`config.mk`:
```
export PLATFORM = sky130hd
export DESIGN_NAME = lin_brk_detect
export DESIGN_NICKNAME = d
export VERILOG_FILES = /design/src/rtl/lin_brk_pkg.sv /design/src/rtl/lin_brk_sync.sv /design/src/rtl/lin_brk_arm.sv /design/src/rtl/lin_brk_timer.sv /design/src/rtl/lin_brk_flags.sv /design/src/rtl/lin_brk_detect.sv
export SDC_FILE = /design/constraint.sdc
export NUM_CORES = 1
export LEC_CHECK = 0
export BUFFER_PORTS_ARGS = -buffer_cell sky130_fd_sc_hd__buf_2
export CAP_MARGIN = 15
export CELL_PAD_IN_SITES_DETAIL_PLACEMENT = 1
export CELL_PAD_IN_SITES_GLOBAL_PLACEMENT = 1
export CORE_UTILIZATION = 41
export CTS_CLUSTER_DIAMETER = 30
export CTS_CLUSTER_SIZE = 24
export DETAILED_ROUTE_END_ITERATION = 16
export GPL_TIMING_DRIVEN = 1
export PLACE_DENSITY = 0.87
export SLEW_MARGIN = 20
export SYNTH_ARGS = -nofsm -noshare
export SYNTH_HDL_FRONTEND = slang
export SYNTH_SLANG_ARGS = --single-unit
```
`constraint.sdc`:
```
create_clock -name clk_i -period 2.8 [get_ports clk_i]
set_input_delay 0.56 -clock clk_i [delete_from_list [all_inputs] [get_ports clk_i]]
set_output_delay 0.56 -clock clk_i [all_outputs]
set_load 0.02 [all_outputs]
```
`src/rtl/lin_brk_pkg.sv`:
```
package lin_brk_pkg;
  localparam int unsigned N_FLAGS = 3;
  localparam int unsigned ST_COLL  = 0;
  localparam int unsigned ST_BRK   = 1;
  localparam int unsigned ST_FIELD = 2;
  typedef logic [N_FLAGS-1:0] flags_t;
endpackage

```
`src/rtl/lin_brk_sync.sv`:
```
module lin_brk_sync #(
  parameter int unsigned STAGES = 2
) (
  input  logic clk_i,
  input  logic rst_ni,
  input  logic d_i,
  output logic q_o
);
  logic [STAGES-1:0] chain_q;

  generate
    for (genvar i = 0; i < STAGES; i++) begin : g_stage
      always_ff @(posedge clk_i or negedge rst_ni) begin
        if (!rst_ni) chain_q[i] <= 1'b1;  // idle line is high
        else if (i == 0) chain_q[i] <= d_i;
        else chain_q[i] <= chain_q[(i == 0) ? 0 : i-1];
      end
    end
  endgenerate

  assign q_o = chain_q[STAGES-1];
endmodule

```
`src/rtl/lin_brk_arm.sv`:
```
module lin_brk_arm (
  input  logic clk_i,
  input  logic rst_ni,
  input  logic ctrl_we_i,
  input  logic ctrl_start_i,
  input  logic hold_i,
  input  logic cnt_en_i,
  input  logic det_i,
  output logic masked_o
);
  logic armed_q, arm_d_q, masked_q;
  logic disarm, release_brk;

  assign disarm      = ctrl_we_i & ~ctrl_start_i;
  assign release_brk = det_i & ~hold_i & masked_q;

  always_ff @(posedge clk_i or negedge rst_ni) begin
    if (!rst_ni) begin
      armed_q  <= 1'b0;
      arm_d_q  <= 1'b0;
      masked_q <= 1'b0;
    end else begin
      if (ctrl_we_i)        armed_q <= ctrl_start_i;
      else if (release_brk) armed_q <= 1'b0;
      arm_d_q <= armed_q & ~disarm & ~release_brk;
      if (disarm || release_brk)                 masked_q <= 1'b0;
      else if (armed_q && arm_d_q && cnt_en_i)   masked_q <= 1'b1;
    end
  end

  assign masked_o = masked_q;

  AST_MASK_NEEDS_ARM: assert property (@(posedge clk_i) disable iff (!rst_ni)
    masked_q |-> armed_q);
  AST_ARM_DELAY: assert property (@(posedge clk_i) disable iff (!rst_ni)
    $rose(armed_q) |=> !masked_q);
  AST_UNMASK_AFTER_BRK: assert property (@(posedge clk_i) disable iff (!rst_ni)
    (det_i && !hold_i && masked_q) |=> !masked_q);
endmodule

```
`src/rtl/lin_brk_timer.sv`:
```
module lin_brk_timer #(
  parameter int unsigned CNT_W = 8
) (
  input  logic             clk_i,
  input  logic             rst_ni,
  input  logic             cnt_en_i,
  input  logic             go_i,
  input  logic             masked_i,
  input  logic             rxd_s_i,
  input  logic [CNT_W-1:0] reload_i,
  output logic             busy_o,
  output logic             det_o
);
  logic             busy_q, done_q, det_q;
  logic [CNT_W-1:0] cnt_q;
  logic             meas, det_now;

  assign meas    = masked_i & busy_q & ~done_q;
  assign det_now = meas & ~rxd_s_i & cnt_en_i & (cnt_q <= CNT_W'(1));

  always_ff @(posedge clk_i or negedge rst_ni) begin
    if (!rst_ni) begin
      busy_q <= 1'b0;
      done_q <= 1'b0;
      det_q  <= 1'b0;
      cnt_q  <= '0;
    end else begin
      busy_q <= go_i & (busy_q | cnt_en_i);
      done_q <= masked_i & (done_q | det_now);  // one break per arming
      det_q  <= det_now;
      if (!meas || rxd_s_i || det_now) cnt_q <= reload_i;  // short low reloads
      else if (cnt_en_i)               cnt_q <= cnt_q - CNT_W'(1);
    end
  end

  assign busy_o = busy_q;
  assign det_o  = det_q;

  AST_BUSY_NEEDS_GO: assert property (@(posedge clk_i) disable iff (!rst_ni)
    busy_q |-> $past(go_i));
  AST_DET_PULSE: assert property (@(posedge clk_i) disable iff (!rst_ni)
    det_q |=> !det_q);
  AST_NO_DET_UNMASKED: assert property (@(posedge clk_i) disable iff (!rst_ni)
    !masked_i |=> !det_q);
endmodule

```
`src/rtl/lin_brk_flags.sv`:
```
module lin_brk_flags
  import lin_brk_pkg::*;
(
  input  logic   clk_i,
  input  logic   rst_ni,
  input  flags_t set_i,
  input  flags_t clr_i,
  output flags_t flags_o
);
  flags_t flag_q;

  generate
    for (genvar k = 0; k < N_FLAGS; k++) begin : g_flag
      always_ff @(posedge clk_i or negedge rst_ni) begin
        if (!rst_ni)       flag_q[k] <= 1'b0;
        else if (set_i[k]) flag_q[k] <= 1'b1;  // set beats clear
        else if (clr_i[k]) flag_q[k] <= 1'b0;
      end

      AST_FLAG_SET: assert property (@(posedge clk_i) disable iff (!rst_ni)
        set_i[k] |=> flag_q[k]);
      AST_FLAG_CLR: assert property (@(posedge clk_i) disable iff (!rst_ni)
        (clr_i[k] && !set_i[k]) |=> !flag_q[k]);
    end
  endgenerate

  assign flags_o = flag_q;
endmodule

```
`src/rtl/lin_brk_detect.sv`:
```
module lin_brk_detect
  import lin_brk_pkg::*;
#(
  parameter int unsigned CNT_W       = 8,
  parameter int unsigned SYNC_STAGES = 2
) (
  input  logic               clk_i,
  input  logic               rst_ni,
  input  logic               cnt_en_i,
  input  logic               rxd_i,
  input  logic               ctrl_we_i,
  input  logic               ctrl_start_i,
  input  logic               ctrl_hold_i,
  input  logic               timer_go_i,
  input  logic [CNT_W-1:0]   reload_i,
  input  logic               clr_we_i,
  input  logic [N_FLAGS-1:0] clr_i,
  input  logic               coll_set_i,
  input  logic               field_set_i,
  output logic               uart_rxd_o,
  output logic               rxd_masked_o,
  output logic               timer_busy_o,
  output logic               irq_o,
  output logic [N_FLAGS-1:0] status_o
);
  logic   rxd_s, masked, det;
  flags_t set_v, clr_v;

  lin_brk_sync #(.STAGES(SYNC_STAGES)) u_sync (
    .clk_i, .rst_ni, .d_i(rxd_i), .q_o(rxd_s)
  );

  lin_brk_arm u_arm (
    .clk_i, .rst_ni, .ctrl_we_i, .ctrl_start_i, .hold_i(ctrl_hold_i),
    .cnt_en_i, .det_i(det), .masked_o(masked)
  );

  lin_brk_timer #(.CNT_W(CNT_W)) u_timer (
    .clk_i, .rst_ni, .cnt_en_i, .go_i(timer_go_i), .masked_i(masked),
    .rxd_s_i(rxd_s), .reload_i, .busy_o(timer_busy_o), .det_o(det)
  );

  always_comb begin
    set_v           = '0;
    set_v[ST_COLL]  = coll_set_i;
    set_v[ST_BRK]   = det;
    set_v[ST_FIELD] = field_set_i;
    clr_v           = clr_we_i ? clr_i : '0;
  end

  lin_brk_flags u_flags (
    .clk_i, .rst_ni, .set_i(set_v), .clr_i(clr_v), .flags_o(status_o)
  );

  assign uart_rxd_o   = masked ? 1'b1 : rxd_s;
  assign rxd_masked_o = masked;
  assign irq_o        = det;

  AST_MASKED_IDLE: assert property (@(posedge clk_i) disable iff (!rst_ni)
    rxd_masked_o |-> uart_rxd_o);
  AST_IRQ_FLAG: assert property (@(posedge clk_i) disable iff (!rst_ni)
    irq_o |=> status_o[ST_BRK]);
endmodule

```
==> metrics.md, run 1 <==
| Metric | Value |
|---|---|
| CTS root buf | clkbuf_4 |
| Wire length of the first global-routing pass | 4160 µm |
| Initial antenna violation count | 0 |
| Gates resized, CTS repair | 0 |
| Power density cells | ~460 mW/mm² |
| DIE AREA | ~0.0027 mm² |
| Critical-path top delay cell | a31oi_1 |
| Share of cells above drive strength 1 | between 30% and 40% |
| WS Path Type | reg2reg |
| Reg power frac | between 50% and 60% |
| Critical-path maximum fanout | 7 |
| Final antenna diode count | 0 |
| Clock network power share | 24.2% |
| Startpoint types | flip-flop |
| Final setup fails | 0 |
| Hold slack | about 190 ps |
| Comb power frac | 18.7% |
| Static Leak | 0.5450 nW |
| CP max stage delay | 520 ps |
| Status | finished clean |
| Gr usage total | 20.97% |
| Max clock buf depth | 2 |
| Fillers | 283 |
| Number of global-route vias before repair | between 800 and 900 |
| Worst Max-Slew Pin Slew | 599.9 ps |
| Crit path DAT | 2290 ps |
| EDFF count, synth | 0 |
| Yosys Warn Count | 0 |
| Synthesized area | 0.001036 mm² |
| Routed wirelength normalized by instance count | 15.23 µm |
| Yosys cell types | 48 |
| Max FFs per register | 8 |
| Drt pass-1 iters | 3 |
| Via count | between 800 and 900 |
| Final setup skew | approximately 1.7 ps |
| Final nets | 152 |
| I/O Pins | 29 |
| Setup TNS Final | 0 ps |
| Fin crit share | between 70% and 80% |
| RSZ-0062 raised after global routing | no |
| Clock sinks | 19 |
| Area Growth Syn to Fin | 17.99% |
| Worst hold path class | in2async |
| Hold-fix buffers at CTS | 0 |
| Htree depth | 1 |
| Routability Congestion | 0.9275 |
| Post-CTS setup buffer count | 0 |
| CP Capture Type | flip-flop |
| Synthesized area per cell | 10.68 µm² |
| CP bufs+invs | 1 |
| Internal Power | 399.2 µW |
| VDD IR max | 336.0 µV |
| Mapped Nets | 121 |
| Cells after Synth | 97 |
| Num CTS Buffers | 3 |
| Starting Density | a little under half |
| Fin. Hold Viols | 0 |
| Tmin final | 2102 ps |
| Worst-path cell chain | inv_1 > ha_1 > or2_2 > a31oi_1 > mux2i_1 > a2bb2oi_1 |
| CP required | 2990 ps |
| IO buf count | 28 |
| Clk slew on worst S/H paths | roughly 100 ps |
| Die height | 52.27 µm |
| Switching Power | 161.6 µW |
| Ys flop type | dfrtp_1 |
| Max Cap Viol | 0 |
| Post-route DRC | 0 |
| Slew HR | between 50 and 60% |
| Sw frac | ~29% |
| 1st-iter DRT viols | 9 |
| Top delay family on crit path | compound AO/OA/AOI/OAI gates |
| Synthesized flop and latch total | 19 |
| Largest net degree at the start of global routing | 20 |
| Ys async rst share | 100.0% |
| Grt ovf | 0 |
| Top reg by flops | u_timer.cnt_q |
| Row count | 17 |
| Dpl hpwl | 1819 µm |
| Core box area | approximately 0.0023 mm² |
| Pins Over Slew Limit | 0 |
| Drt total wl | between 2000 and 2500 µm |
| Routed Antenna Nets | 0 |
| Die extent in x | about 52 µm |
| Max frequency | around 480 MHz |
| CTS tree | yes |
| Clock Latency Late Sink | around 290 ps |
| Vias/cell | 5.548 |
| Sequential-to-total area share from yosys stat | 46.14% |
[cells in the mapped netlist (2+ instances only)]
master	count	area share [%]
dfstp_2	2	5.1
o21a_1	2	1.4
a21o_1	4	2.9
mux2i_1	2	1.9
nand2_1	7	2.5
buf_4	2	1.4
ha_1	2	2.4
or3_1	2	1.2
a21oi_1	6	2.9
dfrtp_1	17	41
a21boi_0	2	1.4
inv_1	2	0.72
nand3_1	4	1.9
nor2_1	5	1.8
nor3_1	2	0.97
or2_2	3	1.8
o21ai_0	2	0.97
[kinds of logic after synthesis]
logic type | synth area share [%]
buf+inv | 2.174
compound gates | 21.38
simple gates | 25.97
mux | 1.932
flops | 46.14
fa+ha+maj | 2.415
[final timing paths]
| path | startpoint | to | slack (ps) | depth (start not counted) |
|---|---|---|---|---|
| min reg2reg | u_sync.chain_q[0] | u_sync.q_o | 360 | 0 |
| min in group clk_i | rxd_i | u_sync.chain_q[0] | 360 | 1 |
| min | rst_ni | u_timer.cnt_q[7] | 190 | 1 |
| max in group asynchronous | rst_ni | u_sync.q_o | 2280 | 1 |
| max | u_timer.cnt_q[0] | u_timer.cnt_q[4] | 700 | 6 |
| max reg2reg | u_timer.cnt_q[0] | u_timer.cnt_q[4] | 700 | 6 |
[cell usage in the layout (no fill, tap or decap), types with 3 or more instances in the layout]
master / count
buf_2: 28
dfrtp_1: 17
nand2_1: 7
a21oi_1: 6
nor2_1: 5
nand3_1: 4
a21o_1: 4
or2_2: 3
clkbuf_4: 3
[cell type report]
type	instances	area, µm²	share of cell area [%]
tap	28	35.03	2.866
multi-input combinational	74	535.5	43.81
inverter	2	7.507	0.6141
sequential	19	478.0	39.10
timing repair buffer	28	140.1	11.46
clock buffer	4	26.28	2.149
[power by group through the flow]
stage                     sequential [mW]  clock, mW  combinational (mW)
after CTS                           0.320      0.144               0.106
after detailed placement            0.325          0               0.106
after global routing                0.324      0.158               0.117
after global placement              0.323          0               0.101
after floorplan                     0.323          0              0.0641
final                               0.320      0.136               0.105
[worst reg2reg max path: cells and delay by family (launching register included)]
kind | cells | cell delay (ps)
muxes | 1 | 250
AOI/OAI and AO/OA | 2 | 610
and+or+nand+nor | 1 | 350
buffers and inverters | 1 | 70
DFF | 1 | 450
adders and majority gates | 1 | 270
[through the flow]
| stage | power [mW] | std cells | setup slack (ps) | area [µm²] | utilization (%) |
|---|---|---|---|---|---|
| after CTS | 0.5701 | 155 | 702.1 | 1222 | 53.21 |
| after detailed placement | 0.4309 | 151 | 705.8 | 1196 | 52.07 |
| final | 0.5608 | 155 | 698.2 | 1222 | 53.21 |
| after global routing | 0.5991 | 155 | 566.4 | 1222 | 53.21 |
| after global placement | 0.4241 | 151 | 721.7 | 1196 | 52.07 |
| after floorplan | 0.3874 | 97 | 987.6 | 1036 | - |
[per-layer routing]
| layer | part of all wire [%] | global-route usage (%) | up-vias |
|---|---|---|---|
| met2 | 48 | 33.12 | 16 |
| met1 | 48 | 29.20 | 411 |
| met4 | 0.34 | 3.947 | 0 |
| li1 | - | - | 431 |
| met5 | 0 | 0 | - |
| met3 | 3.1 | 5.217 | 2 |
Power figures use the tool's default switching activity.
==> run 2, diff against run 1 <==
--- a/config.mk
+++ b/config.mk
@@ -5,16 +5,17 @@
 export SDC_FILE = /design/constraint.sdc
 export NUM_CORES = 1
 export LEC_CHECK = 0
+export ABC_AREA = 1
 export BUFFER_PORTS_ARGS = -buffer_cell sky130_fd_sc_hd__buf_2
 export CAP_MARGIN = 15
 export CELL_PAD_IN_SITES_DETAIL_PLACEMENT = 1
 export CELL_PAD_IN_SITES_GLOBAL_PLACEMENT = 1
-export CORE_UTILIZATION = 41
+export CORE_UTILIZATION = 33
 export CTS_CLUSTER_DIAMETER = 30
 export CTS_CLUSTER_SIZE = 24
 export DETAILED_ROUTE_END_ITERATION = 16
 export GPL_TIMING_DRIVEN = 1
-export PLACE_DENSITY = 0.87
+export PLACE_DENSITY = 0.79
 export SLEW_MARGIN = 20
 export SYNTH_ARGS = -nofsm -noshare
 export SYNTH_HDL_FRONTEND = slang
==> constraint.sdc (replaced) <==
create_clock -name clk_i -period 1.7 [get_ports clk_i]
set_input_delay 0.34 -clock clk_i [delete_from_list [all_inputs] [get_ports clk_i]]
set_output_delay 0.34 -clock clk_i [all_outputs]
set_load 0.02 [all_outputs]
==> metrics.md, run 2 <==
| Metric | Value |
|---|---|
| Status | finished clean |
| CP bufs+invs | 2 (+1) |
| 1st-iter DRT viols | 36 (+27) |
| Critical-path top delay cell | dfrtp_1 |
| Starting Density | 35.04% (-10 points) |
| Final setup skew | 9.290 ps (+7.598 ps) |
| Commonest non-fill, non-tap cell in the layout | nand2_1 |
| Static Leak | 0.7470 nW (+37%) |
| Routed Antenna Nets | 0 (unchanged) |
| Vias/cell | 4.542 (-18%) |
| Clock Latency Late Sink | 300 ps (about the same) |
| Largest net degree at the start of global routing | 20 (unchanged) |
| Reg2reg path depth | 11 (+5) |
| Final Non-Filler Cells | 216 (+39%) |
| Num CTS Buffers | 3 (unchanged) |
| Max Cap Viol | 0 (unchanged) |
| DIE AREA | 0.003473 mm² (+27%) |
| Worst setup margin | 160.7 ps (-537.5 ps) |
| CP max stage delay | 420 ps (-100 ps) |
| Critical Path Most Common Cell | nand2_1 |
| Cells after Synth | 139 (+43%) |
| Via count | 981 (+14%) |
| Max FFs per register | 8 (unchanged) |
| Finished Core Util | 42.62% (-11 points) |
| Wire length of the first global-routing pass | 4409 µm (+6.0%) |
| Post-route DRC | 0 (unchanged) |
| Cells after DPL | 211 (+40%) |
| Top delay family on crit path | simple AND/OR/NAND/NOR gates |
| Most frequent cells after synthesis | nand2_1 (47), inv_1 (21), dfrtp_1 (17), nand3_1 (16), nor2_1 (8) |
| Row count | 20 (+3) |
| Worst-path cell chain | inv_1 > ha_1 > inv_1 > nand2_1 > nand2_1 > nor2_4 > nand2_4 > nand2_8 > nand2_1 > nand3_1 > nand2_1 |
| Initial antenna violation count | 0 (unchanged) |
| Gr usage total | 17.09% (-3.9 points) |
| Crit path DAT | 1730 ps (-560 ps) |
| Yosys cell types | 23 (-52%) |
| Fin crit share | 90.55% (+15 points) |
| Top reg by flops | u_timer.cnt_q |
| Critical-path maximum fanout | 8 (+1) |
| Cell accounting for the most synthesized area | dfrtp_1 |
| Drt pass-1 iters | 4 (+1) |
| Setup WS pre-CTS | 152.6 ps (-553.2 ps) |
| CP required | 1890 ps (-1100 ps) |
| Grt ovf | 0 (unchanged) |
| Power density cells | 725.3 mW/mm² (+58%) |
| Slew HR | 71.20% (+11 points) |
| Count leader, synth | nand2_1 |
| Core box area | 0.003053 mm² (+33%) |
| Drt total wl | 2463 µm (+4.3%) |
| RSZ-0062 raised after global routing | no |
| Critical path capture point | u_timer.cnt_q[2] |
| Synthesized area | 0.001070 mm² (+3.3%) |
| Synth top area share | 39.77% (-1.3 points) |
| IO buf count | 28 (unchanged) |
| Die extent in x | 58.94 µm (+13%) |
| Routability Congestion | 0.7595 (-18%) |
| Ys flop type | dfrtp_1 |
| Routed wirelength normalized by instance count | 11.40 µm (-25%) |
| Worst hold path class | in2reg |
| Yosys Warn Count | 0 (unchanged) |
| Ys async rst share | 100.0% (unchanged) |
| Htree depth | 1 (unchanged) |
| I/O Pins | 29 (unchanged) |
| Dpl hpwl | 1958 µm (+7.6%) |
| Fin. Hold Viols | 0 (unchanged) |
| WS Path Type | reg2reg |
| CP Capture Type | flip-flop |
| EDFF count, synth | 0 (unchanged) |
| Clk slew on worst S/H paths | 100 ps (about the same) |
| Sequential-to-total area share from yosys stat | 44.68% (-1.5 points) |
| Worst Setup SP | u_timer.cnt_q[0] |
| Synthesized flop and latch total | 19 (unchanged) |
| CTS tree | yes |
| Worst r2r src | u_timer.cnt_q[0] |
| Share of cells above drive strength 1 | 27.33% (-8.9 points) |
| Final nets | 197 (+30%) |
| VDD IR max | 416.5 µV (+24%) |
| Tmin final | 1539 ps (-562.5 ps) |
| Die height | 58.94 µm (+13%) |
| Mapped Nets | 163 (+35%) |
| Startpoint types | flip-flop |
| Final antenna diode count | 0 (unchanged) |
| Final setup fails | 0 (unchanged) |
| CTS root buf | clkbuf_4 |
| Synth top area cells | dfrtp_1 (40%), nand2_1 (16%), nand3_1 (7.5%), inv_1 (7.4%), dfstp_2 (4.9%) |
| Setup TNS Final | 0 ps (unchanged) |
| Number of global-route vias before repair | 1040 (+19%) |
| Fillers | 411 (+45%) |
| Max clock buf depth | 2 (unchanged) |
| Worst Max-Slew Pin Slew | 432.0 ps (-167.9 ps) |
| Pins Over Slew Limit | 0 (unchanged) |
| Area Growth Syn to Fin | 21.64% |
| Worst R2R End | u_timer.cnt_q[2] |
| Clock sinks | 19 (unchanged) |
| Commonest cells after routing, fill and taps aside | nand2_1 (47), buf_2 (28), inv_1 (21) |
| R2R setup slack | 160 ps (-540 ps) |
| Max frequency | 649.6 MHz (+37%) |
| Synthesized area per cell | 7.696 µm² (-28%) |
| Critical path depth | 11 (+5) |
run 2: cell count changes after synthesis, moves of 3 or more:
cell and change:
nand2_1 +40, inv_1 +19, nand3_1 +12, a21oi_1 -4, inv_2 +3, nor2_1 +3, nor2_4 +3
run 2: layout make-up:
type	instances	area, µm²	share of cell area (%)
clock buffers	4	26.28	2.019
inverters	25	96.34	7.404
repair buffers	29	150.1	11.54
well taps	44	55.05	4.231
flip-flops and latches	19	478.0	36.73
multi-input cells	95	495.5	38.08
run 2: worst min-delay path by stage:
stage / slack, ps / startpoint / end / cells past startpoint
4_1_cts: 120 / rxd_i / u_sync.chain_q[0] / 1
5_1_grt: 100 / rxd_i / u_sync.chain_q[0] / 1
3_3_place_gp: 310 / rst_ni / u_flags.flags_o[1] / 1
2_1_floorplan: 40 / rst_ni / u_arm.arm_d_q / 0
6_report: 130 / rxd_i / u_sync.chain_q[0] / 1
3_5_place_dp: 310 / rst_ni / u_flags.flags_o[1] / 1
run 2: power by group:
part / switching (mW) / internal (mW) / total, mW
clock: 0.141 / 0.0915 / 0.233
combinational: 0.116 / 0.0763 / 0.192
sequential: 0.0316 / 0.488 / 0.519
run 2: logic make-up (layout without fill, tap and decap cells):
logic type / count (synthesis) / after routing / share of synthesized area, %
adder cells (fa/ha/maj): 2 / 2 / 2.339
buffers and inverters: 25 / 58 / 9.007
AO/OA/AOI/OAI: 9 / 9 / 5.263
flip-flops: 19 / 19 / 44.68
XOR/XNOR: 3 / 3 / 2.457
AND/OR/NAND/NOR: 81 / 81 / 36.26
run 2: layer usage:
| metal | GRT usage [%] | vias up | part of all wire [%] |
|---|---|---|---|
| li1 | - | 489 | - |
| met1 | 19.47 | 469 | 42 |
| met2 | 31.01 | 18 | 53 |
| met3 | 3.956 | 5 | 3.1 |
| met4 | 6.122 | 0 | 1.5 |
| met5 | 0 | - | 0 |
run 2: metrics by stage:
stage,hold slack [ps],power (mW),area [µm²]
global route,98.97,1.010,1301
detailed placement,310.0,0.7211,1265
finish,134.6,0.9438,1301
global placement,305.6,0.7099,1265
floorplan,44.41,0.6428,1070
CTS,123.6,0.9597,1301
run 2: what timing repair did:
item	CTS	global route
hold buffers	1	0
setup endpoints to repair	0	0
endpoints found under the hold margin	17	0
gates resized for setup	0	0
buffers inserted	0	0
==> run 3, diff against run 2 <==
--- a/config.mk
+++ b/config.mk
@@ -15,7 +15,7 @@
 export CTS_CLUSTER_SIZE = 24
 export DETAILED_ROUTE_END_ITERATION = 16
 export GPL_TIMING_DRIVEN = 1
-export PLACE_DENSITY = 0.79
+export PLACE_DENSITY_LB_ADDON = 0.1
 export SLEW_MARGIN = 20
 export SYNTH_ARGS = -nofsm -noshare
 export SYNTH_HDL_FRONTEND = slang
==> constraint.sdc (replaced) <==
create_clock -name clk_i -period 1.7 [get_ports clk_i]
set_input_delay 0.17 -clock clk_i [delete_from_list [all_inputs] [get_ports clk_i]]
set_output_delay 0.17 -clock clk_i [all_outputs]
set_load 0.02 [all_outputs]
==> metrics.md, run 3 (synthesis results as in run 2) <==
| Metric | Value |
|---|---|
| Routability Congestion | 0.7243 (-4.6%) |
| Clock network power share | 25.8% (+1.2 points) |
| Sw frac | 31.87% (+1.3 points) |
| Pins Over Slew Limit | 0 (unchanged) |
| Startpoint types | flip-flop |
| CTS root buf | clkbuf_4 |
| Clock sinks | 19 (unchanged) |
| Initial antenna violation count | 0 (unchanged) |
| Reg power frac | 53.9% (-1.1 points) |
| Register area | 478.0 µm² (unchanged) |
| Max frequency | 646.9 MHz (-0.43%) |
| Worst-path cell chain | inv_1 > ha_2 > inv_1 > nand2_1 > nand2_1 > nor2_4 > nand2_4 > nand2_8 > nand2_1 > nand3_1 > nand2_1 |
| Row count | 20 (unchanged) |
| Final nets | 199 (+1.0%) |
| Final setup skew | 3.053 ps (-6.237 ps) |
| Post-route DRC | 0 (unchanged) |
| Area Growth Syn to Fin | 24.21% |
| WS Path Type | reg2reg |
| Die extent in x | 58.94 µm (unchanged) |
| Clock Latency Late Sink | 300 ps (about the same) |
| Tmin final | 1546 ps (+6.581 ps) |
| Fillers | 401 (-2.4%) |
| CP bufs+invs | 2 (unchanged) |
| Final setup fails | 0 (unchanged) |
| CP required | 1900 ps (about the same) |
| Number of global-route vias before repair | 937 (-9.9%) |
| Internal Power | 658.2 µW (+0.39%) |
| Drt pass-1 iters | 3 (-1) |
| Num CTS Buffers | 3 (unchanged) |
| Gr usage total | 16.12% (-0.97 points) |
| DIE AREA | 0.003473 mm² (unchanged) |
| Top reg by flops | u_timer.cnt_q |
| Setup TNS Final | 0 ps (unchanged) |
| Critical-path maximum fanout | 8 (unchanged) |
| Critical Path Most Common Cell | nand2_1 |
| Critical-path top delay cell | dfrtp_1 |
| Drt total wl | 2471 µm (+0.32%) |
| Status | finished clean |
| Max FFs per register | 8 (unchanged) |
| Share of cells above drive strength 1 | 29.31% (+2.0 points) |
| Dpl hpwl | 1932 µm (-1.3%) |
| Wire length of the first global-routing pass | 4174 µm (-5.3%) |
| Worst hold path class | in2reg |
| Final antenna diode count | 0 (unchanged) |
| Worst Max-Slew Pin Slew | 444.6 ps (+12.67 ps) |
| Footprint of the multi-input gates | 501.7 µm² (+1.3%) |
| Via count | 945 (-3.7%) |
| Fin. Hold Viols | 0 (unchanged) |
| Routed Antenna Nets | 0 (unchanged) |
| I/O Pins | 29 (unchanged) |
| Power density cells | 727.0 mW/mm² (+0.24%) |
| Max Cap Viol | 0 (unchanged) |
| Finished Core Util | 43.52% (+0.90 points) |
| Fin crit share | 90.93% (+0.39 points) |
| Clk slew on worst S/H paths | 130 ps (+30 ps) |
| 1st-iter DRT viols | 23 (-36%) |
| Largest net degree at the start of global routing | 20 (unchanged) |
| Max clock buf depth | 2 (unchanged) |
| Starting Density | 35.04% (unchanged) |
| Slew HR | 70.36% (-0.84 points) |
| Commonest cells after routing, fill and taps aside | nand2_1 (47), buf_2 (28), inv_1 (21) |
| Vias/cell | 4.335 (-4.6%) |
| Comb power frac | 20.3% (about the same) |
| Top delay family on crit path | simple AND/OR/NAND/NOR gates |
| Grt ovf | 0 (unchanged) |
| Die height | 58.94 µm (unchanged) |
| Core box area | 0.003053 mm² (unchanged) |
| Crit path DAT | 1750 ps (+20 ps) |
| Htree depth | 1 (unchanged) |
| IO buf count | 28 (unchanged) |
| CP Capture Type | flip-flop |
| CTS tree | yes |
| Static Leak | 0.7529 nW (+0.78%) |
| VDD IR max | 343.9 µV (-17%) |
| Commonest non-fill, non-tap cell in the layout | nand2_1 |
| Switching Power | 307.8 µW (+6.8%) |
| CP max stage delay | 440 ps (+20 ps) |
| Routed wirelength normalized by instance count | 11.33 µm (-0.60%) |
==> run 3: cell types whose count changed in the layout (fill, tap and decap cells not counted) <==
cell           previous run  this run
a21oi_1                   2         1
dlygate4sd3_1             1         2
a21oi_2                   0         1
buf_4                     0         1
clkinvlp_4                0         1
ha_1                      2         1
ha_2                      0         1
clkbuf_1                  1         0
==> run 3: path summary, 6_finish.rpt <==
kind,start,to,slack [ps],cells after the start
min,field_set_i,u_flags.flags_o[2],40,2
min in group asynchronous,rst_ni,u_timer.cnt_q[2],320,2
max reg2reg,u_timer.cnt_q[0],u_timer.cnt_q[5],150,11
max,u_timer.cnt_q[0],u_timer.cnt_q[5],150,11
min reg2reg,u_sync.chain_q[0],u_sync.q_o,380,0
max in group asynchronous,rst_ni,u_sync.q_o,1040,2
==> run 3: timing repair <==
item,in CTS,in global routing
gates resized for setup,0,2
buffers inserted,0,1
setup endpoints to repair,0,1
endpoints found under the hold margin,18,0
hold buffers,2,0
==> run 3: routing by layer <==
metal / global-route usage (%) / routed length [µm] / vias up
met1: 21.55 / 1193 / 440
met2: 26.62 / 1210 / 11
met4: 6.122 / 17 / 0
li1: - / - / 492
met5: 0 / 0 / -
met3: 1.978 / 49 / 2
==> run 3: worst reg2reg max path: stages (launching register included) <==
cell     delay [ps]
dfrtp_1         440
inv_1            90
ha_2            200
inv_1            40
nand2_1          50
nand2_1          80
nor2_4          130
nand2_4         110
nand2_8         100
nand2_1          50
nand3_1          80
nand2_1          70
==> run 3: stage by stage <==
stage / setup slack, ps / cell area [µm²] / hold WS (ps) / power, mW / std cells
floorplan: 343.8 / 1070 / -125.6 / 0.6428 / 139
global placement: 235.6 / 1265 / 136.6 / 0.7114 / 211
detailed placement: 162.4 / 1265 / 140.6 / 0.7198 / 211
CTS: 131.6 / 1315 / 33.41 / 0.9715 / 217
global route: -1.769 / 1329 / 37.38 / 1.029 / 218
finish: 154.1 / 1329 / 37.75 / 0.9660 / 218
==> run 3: area by class of cell <==
class / instances / share of cell area [%]
multi-input combinational: 95 / 37.76
timing repair buffer: 31 / 12.62
clock inverter: 1 / 0.5650
tap: 44 / 4.143
inverter: 25 / 7.250
clock buffer: 3 / 1.695
sequential: 19 / 35.97
==> run 3: power by group through the flow <==
stage,Combinational [mW],Sequential [mW],Clock (mW)
final,0.196,0.521,0.249
after global routing,0.226,0.527,0.275
after CTS,0.195,0.521,0.256
after detailed placement,0.190,0.530,0
after global placement,0.185,0.527,0
after floorplan,0.111,0.532,0
